===== src/rtl/dmacnt_pkg.sv =====
// Package: shared widths and helpers for the DMA transfer counter.
// Assumes the count width is a whole multiple of the host byte width.
package dmacnt_pkg;
    localparam int unsigned DEF_CNT_W  = 16;
    localparam int unsigned DEF_BYTE_W = 8;

    // Byte lanes in a count register of the given widths.
    function automatic int unsigned lanes(input int unsigned cnt_w, input int unsigned byte_w);
        return cnt_w / byte_w;
    endfunction
endpackage


===== src/rtl/dmacnt_byteptr.sv =====
// Module: byte-pointer flip-flop for host access to a wide register.
// Steps to the next byte lane on each host access and wraps after the last lane.
// An explicit clear parks it on lane 0, and the clear beats a same-cycle access.
// Assumes NBYTES >= 2.
module dmacnt_byteptr #(
    parameter int unsigned NBYTES = 2,
    localparam int unsigned PTR_W = (NBYTES > 1) ? $clog2(NBYTES) : 1
) (
    input  logic             clk,
    input  logic             rst_n,
    input  logic             access,
    input  logic             clr,
    output logic [PTR_W-1:0] ptr
);
    localparam logic [PTR_W-1:0] LAST = PTR_W'(NBYTES - 1);

    logic [PTR_W-1:0] ptr_q;

    // Pointer update: reset or clear to lane 0, otherwise step on each access.
    always_ff @(posedge clk) begin
        if (!rst_n || clr) begin
            ptr_q <= '0;
        end else if (access) begin
            ptr_q <= (ptr_q == LAST) ? '0 : ptr_q + 1'b1;
        end
    end

    assign ptr = ptr_q;
endmodule


===== src/rtl/dmacnt_countreg.sv =====
// Module: base and current count registers.
// A host write loads one byte lane into both registers.
// The current register also decrements (wrapping 0 to all-ones) or reloads from the base.
// Assumes the write, decrement and reload enables are mutually exclusive (the
// controller guarantees this).
module dmacnt_countreg #(
    parameter int unsigned CNT_W  = 16,
    parameter int unsigned BYTE_W = 8,
    localparam int unsigned NBYTES = CNT_W / BYTE_W,
    localparam int unsigned PTR_W  = (NBYTES > 1) ? $clog2(NBYTES) : 1
) (
    input  logic              clk,
    input  logic              rst_n,
    input  logic              wr_en,
    input  logic [PTR_W-1:0]  wr_lane,
    input  logic [BYTE_W-1:0] wr_byte,
    input  logic              dec_en,
    input  logic              reload_en,
    output logic [CNT_W-1:0]  base,
    output logic [CNT_W-1:0]  cur
);
    logic [CNT_W-1:0] base_q;
    logic [CNT_W-1:0] cur_q;

    for (genvar g = 0; g < NBYTES; g++) begin : g_lane
        localparam logic [PTR_W-1:0] LANE = PTR_W'(g);
        logic hit;
        assign hit = wr_en && (wr_lane == LANE);

        // Base lane: takes the host byte when this lane is selected.
        always_ff @(posedge clk) begin
            if (!rst_n) begin
                base_q[g*BYTE_W +: BYTE_W] <= '0;
            end else if (hit) begin
                base_q[g*BYTE_W +: BYTE_W] <= wr_byte;
            end
        end

        // Current lane: host byte first, else reload or decrement.
        always_ff @(posedge clk) begin
            if (!rst_n) begin
                cur_q[g*BYTE_W +: BYTE_W] <= '0;
            end else if (hit) begin
                cur_q[g*BYTE_W +: BYTE_W] <= wr_byte;
            end else if (!wr_en && reload_en) begin
                cur_q[g*BYTE_W +: BYTE_W] <= base_q[g*BYTE_W +: BYTE_W];
            end else if (!wr_en && dec_en) begin
                cur_q[g*BYTE_W +: BYTE_W] <= cur_dec[g*BYTE_W +: BYTE_W];
            end
        end
    end

    logic [CNT_W-1:0] cur_dec;
    assign cur_dec = cur_q - 1'b1;

    assign base = base_q;
    assign cur  = cur_q;
endmodule


===== src/rtl/dmacnt_ctrl.sv =====
// Module: transfer acceptance, terminal count and channel-active control.
// Accepts a transfer only while the channel is active and no host write is pending.
// Detects the wrap from zero and decides between reload and idle.
// Assumes cur_zero reflects the current count in the same cycle.
module dmacnt_ctrl (
    input  logic clk,
    input  logic rst_n,
    input  logic host_wr,
    input  logic xfer_done,
    input  logic auto_init,
    input  logic cur_zero,
    output logic dec_en,
    output logic reload_en,
    output logic tc_pulse,
    output logic chan_active
);
    logic active_q;
    logic tc_q;
    logic accept;
    logic at_tc;

    // Decode: the write wins the cycle; the terminal transfer is an accepted one at zero.
    always_comb begin
        accept    = xfer_done && active_q && !host_wr;
        at_tc     = accept && cur_zero;
        reload_en = at_tc && auto_init;
        dec_en    = accept && !reload_en;
    end

    // Active flag: set by a host write, cleared by a terminal count without reload.
    always_ff @(posedge clk) begin
        if (!rst_n) begin
            active_q <= 1'b0;
        end else if (host_wr) begin
            active_q <= 1'b1;
        end else if (at_tc && !auto_init) begin
            active_q <= 1'b0;
        end
    end

    // Terminal-count pulse: registered with the same edge that updates the count.
    always_ff @(posedge clk) begin
        if (!rst_n) begin
            tc_q <= 1'b0;
        end else begin
            tc_q <= at_tc;
        end
    end

    assign tc_pulse    = tc_q;
    assign chan_active = active_q;
endmodule


===== src/rtl/dmacnt_unit.sv =====
// Module: top of the DMA channel transfer counter.
// Joins the byte pointer, the count registers and the controller.
// Reads return the selected byte of the current count from combinational logic.
// Assumes host_wr and host_rd are never high in the same cycle.
module dmacnt_unit #(
    parameter int unsigned CNT_W  = dmacnt_pkg::DEF_CNT_W,
    parameter int unsigned BYTE_W = dmacnt_pkg::DEF_BYTE_W,
    localparam int unsigned NBYTES = dmacnt_pkg::lanes(CNT_W, BYTE_W),
    localparam int unsigned PTR_W  = (NBYTES > 1) ? $clog2(NBYTES) : 1
) (
    input  logic              clk,
    input  logic              rst_n,
    input  logic              host_wr,
    input  logic              host_rd,
    input  logic [BYTE_W-1:0] host_wdata,
    input  logic              ptr_clr,
    input  logic              xfer_done,
    input  logic              auto_init,
    output logic [BYTE_W-1:0] host_rdata,
    output logic              tc_pulse,
    output logic              chan_active
);
    logic [PTR_W-1:0] ptr_q;
    logic [CNT_W-1:0] base_q;
    logic [CNT_W-1:0] cur_q;
    logic             dec_en;
    logic             reload_en;
    logic             cur_zero;

    dmacnt_byteptr #(.NBYTES(NBYTES)) u_ptr (
        .clk    (clk),
        .rst_n  (rst_n),
        .access (host_wr || host_rd),
        .clr    (ptr_clr),
        .ptr    (ptr_q)
    );

    dmacnt_countreg #(.CNT_W(CNT_W), .BYTE_W(BYTE_W)) u_cnt (
        .clk       (clk),
        .rst_n     (rst_n),
        .wr_en     (host_wr),
        .wr_lane   (ptr_q),
        .wr_byte   (host_wdata),
        .dec_en    (dec_en),
        .reload_en (reload_en),
        .base      (base_q),
        .cur       (cur_q)
    );

    assign cur_zero = (cur_q == '0);

    dmacnt_ctrl u_ctrl (
        .clk         (clk),
        .rst_n       (rst_n),
        .host_wr     (host_wr),
        .xfer_done   (xfer_done),
        .auto_init   (auto_init),
        .cur_zero    (cur_zero),
        .dec_en      (dec_en),
        .reload_en   (reload_en),
        .tc_pulse    (tc_pulse),
        .chan_active (chan_active)
    );

    // Read mux: selected byte lane of the current count.
    always_comb begin
        host_rdata = cur_q[ptr_q*BYTE_W +: BYTE_W];
    end
endmodule


===== config.mk =====
export PLATFORM = sky130hd
export DESIGN_NAME = dmacnt_unit
export DESIGN_NICKNAME = d
export VERILOG_FILES = /design/src/rtl/dmacnt_pkg.sv /design/src/rtl/dmacnt_byteptr.sv /design/src/rtl/dmacnt_countreg.sv /design/src/rtl/dmacnt_ctrl.sv /design/src/rtl/dmacnt_unit.sv
export SDC_FILE = /design/constraint.sdc
export NUM_CORES = 1
export LEC_CHECK = 0
export CORE_MARGIN = 2
export CORE_UTILIZATION = 59
export CTS_BUF_LIST = sky130_fd_sc_hd__clkbuf_16
export CTS_CLUSTER_DIAMETER = 80
export DETAILED_ROUTE_END_ITERATION = 10
export PLACE_DENSITY = 0.87
export SETUP_SLACK_MARGIN = 0.4
export SLEW_MARGIN = 20
export SYNTH_ARGS = -nofsm -noshare
export SYNTH_HDL_FRONTEND = slang
export SYNTH_SLANG_ARGS = --single-unit

===== constraint.sdc =====
create_clock -name clk -period 4.5 [get_ports clk]
set_clock_uncertainty 0.2 [all_clocks]
set_input_delay 0.9 -clock clk [delete_from_list [all_inputs] [get_ports clk]]
set_output_delay 0.9 -clock clk [all_outputs]
set_load 0.005 [all_outputs]

Yosys cells after proc, flatten, opt, wreduce, memory -nomap -nowiden
Index checks and enable logic that the tools add are counted.
{"block": "word_totals", "in_bits": 15, "ff_bits": 35, "wordCells": 40}
{"block": "classes", "addsub": 2, "mux": 9, "n_reduce_logical": 20, "n_bitwise": 1, "n_shift": 1}
{"op": "$mux W8", "count": 6}
{"op": "$logic_not A16 Y1", "count": 1}
{"op": "$shiftx A16 B5 Y8", "count": 1}
{"op": "$sub A16 B1 Y16 const B", "count": 1}
{"op": "$logic_and A1 B1 Y1", "count": 10}
{"op": "$reduce_bool A3 Y1", "count": 2}
{"op": "$logic_not A1 Y1", "count": 4}
{"op": "$mux W1", "count": 3}
{"op": "$logic_or A1 B1 Y1", "count": 2}
{"op": "$reduce_bool A2 Y1", "count": 1}
{"op": "$add A1 B1 Y1 const B", "count": 1}
{"op": "$not A1 Y1", "count": 1}

Logic depth before layout (Yosys ltp)
Gate-level depths: netlist of the first run.
{"block": "logic_depth", "ltp_word": 10, "depth_mapped": 7, "mapped_depth_nobuf": 6}

Modules after synthesis
Synthesis of the first run repeated with hierarchy kept, for this count alone.
{"block": "hier_totals", "hier_cells": 238, "area_unflattened_um2": 1905.6}
{"module": "dmacnt_countreg", "area_each_um2": 1634.1, "cells_per_inst": 209, "seq_area_each_um2": 640.6, "n_inst": 1}
{"module": "dmacnt_unit", "area_each_um2": 141.4, "cells_per_inst": 15, "seq_area_each_um2": 0.0, "n_inst": 1}
{"module": "dmacnt_ctrl", "area_each_um2": 88.8, "cells_per_inst": 11, "seq_area_each_um2": 40.0, "n_inst": 1}
{"module": "dmacnt_byteptr", "area_each_um2": 41.3, "cells_per_inst": 3, "seq_area_each_um2": 20.0, "n_inst": 1}

Worst setup path after synthesis of the first run
Ideal clock, no wire load.
{"block": "synth_timing", "path_kind": "input -> register", "from": "input host_wr", "to": "register u_cnt.cur_q[10] (netlist: u_cnt.cur[10])", "path_stages": 6, "required_time_ps": 4173, "slack_ps": 1959, "arrival_ps": 2214, "path_buffers": 1, "setup_ps": 127, "cell_sequence": "nand3b_1 > or4_4 > buf_6 > nor3_4 > a221o_1 > o22ai_1"}
{"block": "synth_between", "elab_chain_len": 8}
{"item": "start, declared", "line": "dmacnt_unit.sv:13", "text": "input logic host_wr,"}
{"item": "$logic_not A1 Y1", "line": "dmacnt_countreg.sv:45, dmacnt_countreg.sv:47, dmacnt_ctrl.sv:24"}
{"item": "$logic_and A1 B1 Y1", "line": "dmacnt_ctrl.sv:24", "text": "accept = xfer_done && active_q && !host_wr;"}
{"item": "$logic_and A1 B1 Y1", "line": "dmacnt_ctrl.sv:25", "text": "at_tc = accept && cur_zero;"}
{"item": "$logic_and A1 B1 Y1", "line": "dmacnt_ctrl.sv:26", "text": "reload_en = at_tc && auto_init;"}
{"item": "$logic_not A1 Y1", "line": "dmacnt_ctrl.sv:27", "text": "dec_en = accept && !reload_en;"}
{"item": "$logic_and A1 B1 Y1", "line": "dmacnt_ctrl.sv:27"}
{"item": "$logic_and A1 B1 Y1", "line": "dmacnt_countreg.sv:47", "text": "end else if (!wr_en && dec_en) begin"}
{"item": "$reduce_bool A3 Y1 (no line)"}
{"item": "end signal, assigned by index", "line": "dmacnt_countreg.sv:44", "text": "cur_q[g*BYTE_W +: BYTE_W] <= wr_byte;"}
{"item": "end signal, assigned by index", "line": "dmacnt_countreg.sv:46", "text": "cur_q[g*BYTE_W +: BYTE_W] <= base_q[g*BYTE_W +: BYTE_W];"}
{"item": "end signal, assigned by index", "line": "dmacnt_countreg.sv:48", "text": "cur_q[g*BYTE_W +: BYTE_W] <= cur_dec[g*BYTE_W +: BYTE_W];"}
{"item": "end, declared", "line": "dmacnt_countreg.sv:23", "text": "logic [CNT_W-1:0] cur_q;"}
Several ways; a longest one is shown, not always the timed one.
A chain may end at the register's enable or synchronous reset.

Worst setup path after layout of the first run
Ends and elaborated chain as after synthesis.

==> flow_metrics.tcl, run 1 <==
set metrics [dict create \
    status "complete, no violations" \
    rows 20 \
    ys_top_cells_by_area "dfxtp_1, nand2_1, a21oi_1" \
    crit_required_ps 4460 \
    p_leak_nw 0.873 \
    met3_usage_pct 8.74 \
    use_met2_pct 46.7 \
    place.gp.congestion 0.967 \
    ys.flop_type "dfxtp_1" \
    synthCells 231 \
    htree_levels 2 \
    yosys.area.top_type "dfxtp_1" \
    path_cells "clkdlybuf4s50_1, nand3b_1, or4_4, nor3_4, a221o_1, o22ai_1" \
    num_vias 1886 \
    cts_max_path_buffers 2 \
    final_common_cell "nand2_1" \
    tightest_slew_ps 894 \
    placed_area_um2 2150 \
    hold_viol 0 \
    die_h_um 60.8 \
    synthesis.area_um2 1900 \
    setup_violations 0 \
    ys_warn_count 0 \
    antenna_found_initial 0 \
    worstSetupStartpointType "primary input" \
    grt_pass1_vias 1697 \
    min_path_type "flop to flop" \
    area_growth_pct 20.3 \
    ys_async_sr_fraction_pct 0 \
    drc 0 \
    cp.arrival_ps 2990 \
    maxSlewHeadroom_pct 40.3 \
    root_buffer "clkbuf_16" \
    p_per_area_nw_per_um2 382 \
    antenna_left 0 \
    slowest_stage "or4_4" \
    wl_um 5140 \
    rsz0062_at_grt "no" \
    crit_family "simple AND/OR/NAND/NOR gates" \
    synth_nets 248 \
    critPathBufInv 1 \
    grt.busiest_layer "met2" \
    dieArea_um2 3690 \
    slowest_delay_ps 600 \
    drt_first_pass_iters 5 \
    numCtsBuffers 5 \
    path_max_fanout 8 \
    post_cts_buffers 0 \
    final_cell_area_um2 2290 \
    crit_path_end_kind "flop" \
    grt_use_met1_pct 41.8 \
    yosysSeqAreaShare_pct 36.8 \
    syn_area_per_cell_um2 8.23 \
    clock_latency_ps 280 \
    die_w_um 60.8 \
    start_util_pct 62.3 \
    clk_pin_slew_ps 50 \
    ys_types 51 \
    gr-total-overflow 0 \
    clock_sinks 35 \
    grt_pass1_wl_um 8380 \
    ys_seq_elements 35 \
    fin_crit_sh_pct 67.3 \
    synth_edf_count 0 \
    routedWlPerCell_um 17.4 \
    hpwl_um 3500 \
    layout_common_cells "nand2_1, dfxtp_1, clkdlybuf4s50_1, a21oi_1, nor2_1" \
    fmax_mhz 330 \
    drtIter0Drc 147 \
    timing_worst_setup_path_type "primary input to flop" \
    tns_ps 0 \
    cts_resized 0 \
    track_usage_pct 30.9 \
    cts_hold_buf 0 \
    period_minus_slack_ps 3030 \
    fin_nets 268 \
    yosysTopAreaCellShare_pct 36.8 \
    peakVddDrop_v 0.000286 \
    cts_tree "yes" \
    antennaDiodeCount 0 \
    drv_cap 0 \
    core_area_um2 3050 \
    drive_gt1_share_pct 9.52 \
    numPortBuffers 24 \
    slew_viol_final 0 \
    grt_max_degree 30 \
    via_per_inst 6.37 \
    num_io_pins 25 \
]
## sequential cells by signal, indices dropped and copies added, names as in the netlist
signal and count:
u_cnt.base 16, u_ctrl.tc_pulse 1, u_ptr.ptr 1, u_cnt.cur 16, u_ctrl.chan_active 1
## through the flow
stage	utilization [%]	instances	setup WS, ps	hold WS, ps	power [mW]
2_1_floorplan	-	231	1960	230	0.486
3_3_place_gp	70.5	288	1260	244	0.544
3_5_place_dp	70.5	288	1230	248	0.548
4_1_cts	74.9	296	1510	255	0.869
5_1_grt	74.9	296	1340	270	0.904
6_report	74.9	296	1470	250	0.874
## layout make-up
cell class | count | area [um2]
Tap cell | 44 | 55.1
Clock buffer | 5 | 125
Clock inverter | 3 | 11.3
Fill cell | 225 | 766
Inverter | 5 | 18.8
Timing Repair Buffer | 25 | 248
Multi-Input combinational cell | 179 | 1130
Sequential cell | 35 | 701
## Yosys cell counts, types with 3 or more instances
cell      number
nand2_1       46
dfxtp_1       35
a21oi_1       19
nor2_1        13
o22ai_1       12
a21boi_0      10
clkbuf_1       9
o21ai_0        7
xnor2_1        7
mux2_2         6
inv_1          5
nor3_1         5
and3_1         3
mux2i_1        3
nand3_1        3
## path summary, 6_finish.rpt
kind                 start             to  slack (ps)  cells after the start
min          u_cnt.base[4]  u_cnt.base[4]         250                      2
max reg2reg   u_cnt.cur[2]   u_cnt.cur[5]        2080                      5
max                host_wr  u_cnt.cur[10]        1470                      6
min reg2reg  u_cnt.base[4]  u_cnt.base[4]         250                      2
## cells by family after synthesis
group | synth area share (%)
AOI/OAI and AO/OA | 22.5
xor gates and xnor gates | 4.14
and+or+nand+nor | 26.3
muxes | 5.13
DFF | 36.8
buffers and inverters | 3.82
adders and majority gates | 1.32
## power by group
group | internal (mW) | switching, mW
Clock | 0.199 | 0.126
Sequential | 0.329 | 0.0247
Combinational | 0.0902 | 0.106
Total | 0.618 | 0.256
## per-layer routing
layer | routed length, um | up-vias
li1 | - | 881
met1 | 2150 | 876
met2 | 2350 | 110
met3 | 481 | 19
met4 | 148 | 0
met5 | 0 | -
## tightest hold or removal path, cell delays in order (launching register included)
cell	delay [ps]
dfxtp_1	300
nand2_1	50
a21oi_1	50
No activity file was read; power rests on OpenSTA's default activity.
==> run 2, diff against run 1 <==
- CORE_UTILIZATION: 59 -> 54
- PLACE_DENSITY: 0.87 -> 0.8
- clock period: 4.5 -> 2.8 ns (I/O delays scaled with it)
==> run 2 against run 1 <==
Sequential power up 61%. Total power up 62%. Critical path depth fell by 4. Setup slack got worse by 980 ps. Largest power group unchanged. Clock power increased by 59%. Worst hold slack improved by 4.0 ps. Wire length increased by 1.6%. Sequential share of layout area down 1.4 points. Critical path type is now flop to output port.
==> flow_metrics.tcl, run 2 (same netlist as run 1, synthesis figures left out) <==
set metrics [dict create \
    num_vias 1897 \
    drt_first_pass_iters 4 \
    root_buffer "clkbuf_16" \
    num_io_pins 25 \
    timing_worst_setup_path_type "flop to output port" \
    fmax_mhz 433 \
    cp.arrival_ps 1550 \
    fin_ws_ps 491 \
    fin_util_pct 71.5 \
    hold_viol 0 \
    antenna_found_initial 0 \
    critPathBufInv 1 \
    peakVddDrop_v 0.000358 \
    cts_max_path_buffers 2 \
    htree_levels 2 \
    grt_pass1_vias 1855 \
    start_util_pct 56.5 \
    cts_hold_buf 0 \
    die_w_um 63.3 \
    area_growth_pct 26.5 \
    die_h_um 63.3 \
    fin_nets 279 \
    grt_pass1_wl_um 8740 \
    numPortBuffers 24 \
    p_per_area_nw_per_um2 589 \
    crit_path_end_kind "output port" \
    drtIter0Drc 157 \
    final_common_cell "nand2_1" \
    setup_violations 0 \
    worstSetupStartpointType "flop" \
    grt_max_degree 17 \
    tns_ps 0 \
    drive_gt1_share_pct 14.4 \
    clock_latency_ps 280 \
    cts_tree "yes" \
    final_cell_area_um2 2410 \
    layout_common_cells "nand2_1, dfxtp_1, clkdlybuf4s50_1, a21oi_1, nor2_1" \
    antennaDiodeCount 0 \
    fin_worst_hold_slack_ps 254 \
    slowest_delay_ps 450 \
    rsz0062_at_grt "no" \
    place.gp.congestion 0.943 \
    via_per_inst 6.14 \
    crit_family "flip-flops" \
    period_minus_slack_ps 2310 \
    slowest_stage "dfxtp_4" \
    status "complete, no violations" \
    placed_area_um2 2210 \
    dieArea_um2 4010 \
    clock_sinks 35 \
    post-place-ws_ps 36.2 \
    drc 0 \
    core_area_um2 3360 \
    wl_um 5220 \
    maxSlewHeadroom_pct 70.2 \
    fin_crit_sh_pct 82.5 \
    path_cells "mux2_2, clkdlybuf4s50_1" \
    p_leak_nw 0.954 \
    gr-total-overflow 0 \
    antenna_left 0 \
    path_max_fanout 15 \
    numCtsBuffers 5 \
    hpwl_um 3750 \
    clk_pin_slew_ps 50 \
    track_usage_pct 28.1 \
    tightest_slew_ps 445 \
    fillers 278 \
    rows 21 \
    drv_cap 0 \
    crit_required_ps 2040 \
    routedWlPerCell_um 16.9 \
    min_path_type "flop to flop" \
    slew_viol_final 0 \
]
[run 2: final cells by class]
cell class	count	area, um2	share of cell area [%]
clock inverters	3	11.3	0.468
multi-input cells	179	1150	47.8
clock buffers	5	125	5.20
inverters	5	18.8	0.780
well taps	46	57.6	2.39
flip-flops and latches	35	704	29.3
repair buffers	36	339	14.1
[run 2: path summary, 6_finish.rpt]
kind                      start            end  slack, ps  depth (start not counted)
setup / recovery      u_ptr.ptr  host_rdata[4]        490                          2
hold / removal    u_cnt.base[2]  u_cnt.base[2]        250                          2
setup reg to reg   u_cnt.cur[6]  u_cnt.cur[15]        510                          6
hold reg to reg   u_cnt.base[2]  u_cnt.base[2]        250                          2
[run 2: report_power, final]
part,switching [mW],leakage (nW),internal [mW]
registers,0.0395,0.287,0.528
logic,0.175,0.597,0.157
clock network,0.198,0.0701,0.320
[run 2: worst min-delay path: cells and delay by family, from the launching register on]
kind / cells / cell delay (ps)
AOI/OAI and AO/OA: 1 / 50
DFF: 1 / 300
and+or+nand+nor: 1 / 50
[run 2: what timing repair did]
action / in CTS / in global routing
pin swaps: 1 / 3
gates resized for setup: 2 / 8
endpoints found under the hold margin: 0 / 0
setup endpoints to repair: 15 / 18
setup buffers: 2 / 1
[run 2: metal layers]
layer / global-route usage [%] / share of wire, % / vias up
met2: 43.0 / 46 / 90
met1: 36.7 / 43 / 898
li1: - / - / 897
met3: 7.32 / 8.1 / 12
met5: 0 / 0 / -
met4: 13.6 / 2.4 / 0
[run 2: through the flow]
stage,cells,power [mW]
after CTS,308,1.41
after detailed placement,298,0.891
after global routing,309,1.48
final,309,1.42
after global placement,298,0.885
after floorplan,231,0.782
==> run 3, diff against run 2 <==
- clock period: 2.8 -> 2.2 ns (I/O delays scaled with it)
==> run 3 against run 2 <==
Count of clock-buffer cells in the layout stayed put. Via count rose by 27%. Core utilization is 13 points higher. Global-route usage rose by 7.6 points. Combinational power is 95% higher. Worst hold slack worse by 2.2 ps. Critical path depth up 5. Wire length increased by 56%. Sequential share of layout area is 4.4 points lower. Register-to-register slack lost 620 ps. The flow now finishes with violations (negative setup slack). Cell area up 18%.
==> flow_metrics.tcl, run 3 (same netlist as run 1, synthesis figures left out) <==
set metrics [dict create \
    status "complete, but fails checks" \
    violations "negative setup slack" \
    final_cell_area_um2 2850 \
    worstReg2RegEnd "u_cnt.cur[11]" \
    setup_violations 10 \
    pwr-share-clk_pct 33.4 \
    min_path_cells 2 \
    p_per_area_nw_per_um2 718 \
    holdPathEnd "u_cnt.base[4]" \
    p_int_mw 1.39 \
    path_max_fanout 7 \
    seq_power_share_pct 34.9 \
    antennaDiodeCount 0 \
    cts_max_path_buffers 2 \
    clock_sinks 35 \
    drv_cap 0 \
    clock_latency_ps 290 \
    r2r_start "u_cnt.cur[11]" \
    tns_ps -758 \
    root_buffer "clkbuf_16" \
    antenna_left 0 \
    antenna_found_initial 0 \
    peakVddDrop_v 0.000476 \
    rows 21 \
    clk_pin_slew_ps 60 \
    num_io_pins 25 \
    slew_viol_final 0 \
    p_comb_share_pct 31.7 \
    crit_path_end_kind "flop" \
    crit_required_ps 2190 \
    drt_first_pass_iters 5 \
    fin_ws_ps -190 \
    min_from "u_cnt.base[4]" \
    dieArea_um2 4010 \
    area_growth_pct 49.7 \
    fin_nets 319 \
    placed_area_um2 2460 \
    grt_pass1_vias 2189 \
    finalPower_mw 2.04 \
    timing_worst_setup_path_type "primary input to flop" \
    reg2reg_depth 6 \
    cp_common_cell "o22ai_1" \
    htree_levels 2 \
    num_vias 2401 \
    hold_viol 0 \
    slowest_stage "or4_4" \
    final_common_cell "nand2_1" \
    die_h_um 63.3 \
    min_path_type "flop to flop" \
    rsz0062_at_grt "yes" \
    cts_tree "yes" \
    power.switching_mw 0.652 \
    critPathBufInv 2 \
    layout_common_cells "nand2_1, buf_4, dfxtp_1, a21oi_1, buf_6" \
    via_per_inst 6.88 \
    period_minus_slack_ps 2390 \
    die_w_um 63.3 \
    post-place-ws_ps -373 \
    worstSetupStartpointType "primary input" \
    sw_frac_of_total_pct 31.9 \
    path_cells "dlygate4sd2_1, nand3b_1, or4_4, nor3_4, buf_6, o22ai_1, o22ai_1" \
    fin_crit_sh_pct 109 \
    drtIter0Drc 404 \
    numPortBuffers 24 \
    cp.arrival_ps 2380 \
    tightest_slew_ps 436 \
    hpwl_um 4140 \
    fmax_mhz 418 \
    place.gp.congestion 0.947 \
    p_leak_nw 1.22 \
    start_util_pct 56.5 \
    grt_max_degree 25 \
    gr-total-overflow 0 \
    crit_family "simple AND/OR/NAND/NOR gates" \
    numCtsBuffers 5 \
    ff2ff_setup_slack_ps -110 \
    grt_pass1_wl_um 11000 \
    slowest_delay_ps 600 \
    wl_um 8120 \
    maxSlewHeadroom_pct 70.9 \
    drc 0 \
    routedWlPerCell_um 23.3 \
    track_usage_pct 35.7 \
    drive_gt1_share_pct 33.7 \
    core_area_um2 3360 \
]
-- run 3: changes by cell type in the layout (fill, tap and decap cells not counted), moves of 3 or more --
cell | previous run | this run
dfxtp_2 | 0 | 7
mux2_4 | 0 | 5
buf_6 | 1 | 18
buf_4 | 11 | 38
and3_1 | 3 | 0
clkdlybuf4s50_1 | 22 | 14
dfxtp_1 | 34 | 28
mux2_2 | 6 | 1
and3_4 | 0 | 3
-- run 3: power groups by stage --
stage | sequential (mW) | combinational (mW) | clock [mW]
after floorplan | 0.716 | 0.284 | 0
after global routing | 0.716 | 0.672 | 0.709
final | 0.714 | 0.648 | 0.683
after CTS | 0.706 | 0.539 | 0.666
after detailed placement | 0.716 | 0.488 | 0
after global placement | 0.716 | 0.480 | 0
-- run 3: area by class of cell --
class,instances,area (um2)
Clock inverter,3,12.5
Inverter,5,18.8
Fill cell,195,517
Multi-Input combinational cell,179,1240
Clock buffer,5,125
Timing Repair Buffer,76,684
Tap cell,46,57.6
Sequential cell,35,709
-- run 3: worst min-delay path: cells and delay by family (launching register included) --
kind / cells / cell delay (ps)
and+or+nand+nor: 1 / 50
DFF: 1 / 300
AOI/OAI and AO/OA: 1 / 50
-- run 3: worst max-delay path by stage --
stage                 start             to  cells after the start
2_1_floorplan  u_cnt.cur[8]  u_cnt.cur[10]                      6
3_3_place_gp        host_wr  u_cnt.cur[10]                      6
3_5_place_dp        host_wr  u_cnt.cur[12]                      6
4_1_cts        u_cnt.cur[8]  u_cnt.cur[10]                      5
5_1_grt             host_wr  u_cnt.cur[11]                      7
6_report            host_wr  u_cnt.cur[11]                      7
-- run 3: what timing repair did --
item / 4_1_cts / 5_1_grt
endpoints found under the hold margin: 0 / 0
setup endpoints to repair: 26 / 25
gates resized for setup: 62 / 18
cloned: 1 / 0
hold buffers: 0 / 0
setup buffers: 7 / 5
pin swaps: 9 / 12
-- run 3: metrics by stage --
| stage | hold WS (ps) | instances | util, % |
|---|---|---|---|
| 4_1_cts | 251 | 344 | 81.5 |
| 2_1_floorplan | 230 | 231 | - |
| 5_1_grt | 279 | 349 | 84.6 |
| 6_report | 252 | 349 | 84.6 |
| 3_3_place_gp | 242 | 328 | 73.2 |
| 3_5_place_dp | 244 | 328 | 73.2 |
-- run 3: per-layer routing --
| metal | global-route usage [%] | vias to the layer above | wire length (um) |
|---|---|---|---|
| met1 | 44.0 | 1136 | 2870 |
| li1 | - | 972 | - |
| met4 | 17.1 | 0 | 617 |
| met2 | 57.4 | 221 | 3660 |
| met5 | 0 | - | 0 |
| met3 | 9.82 | 72 | 970 |
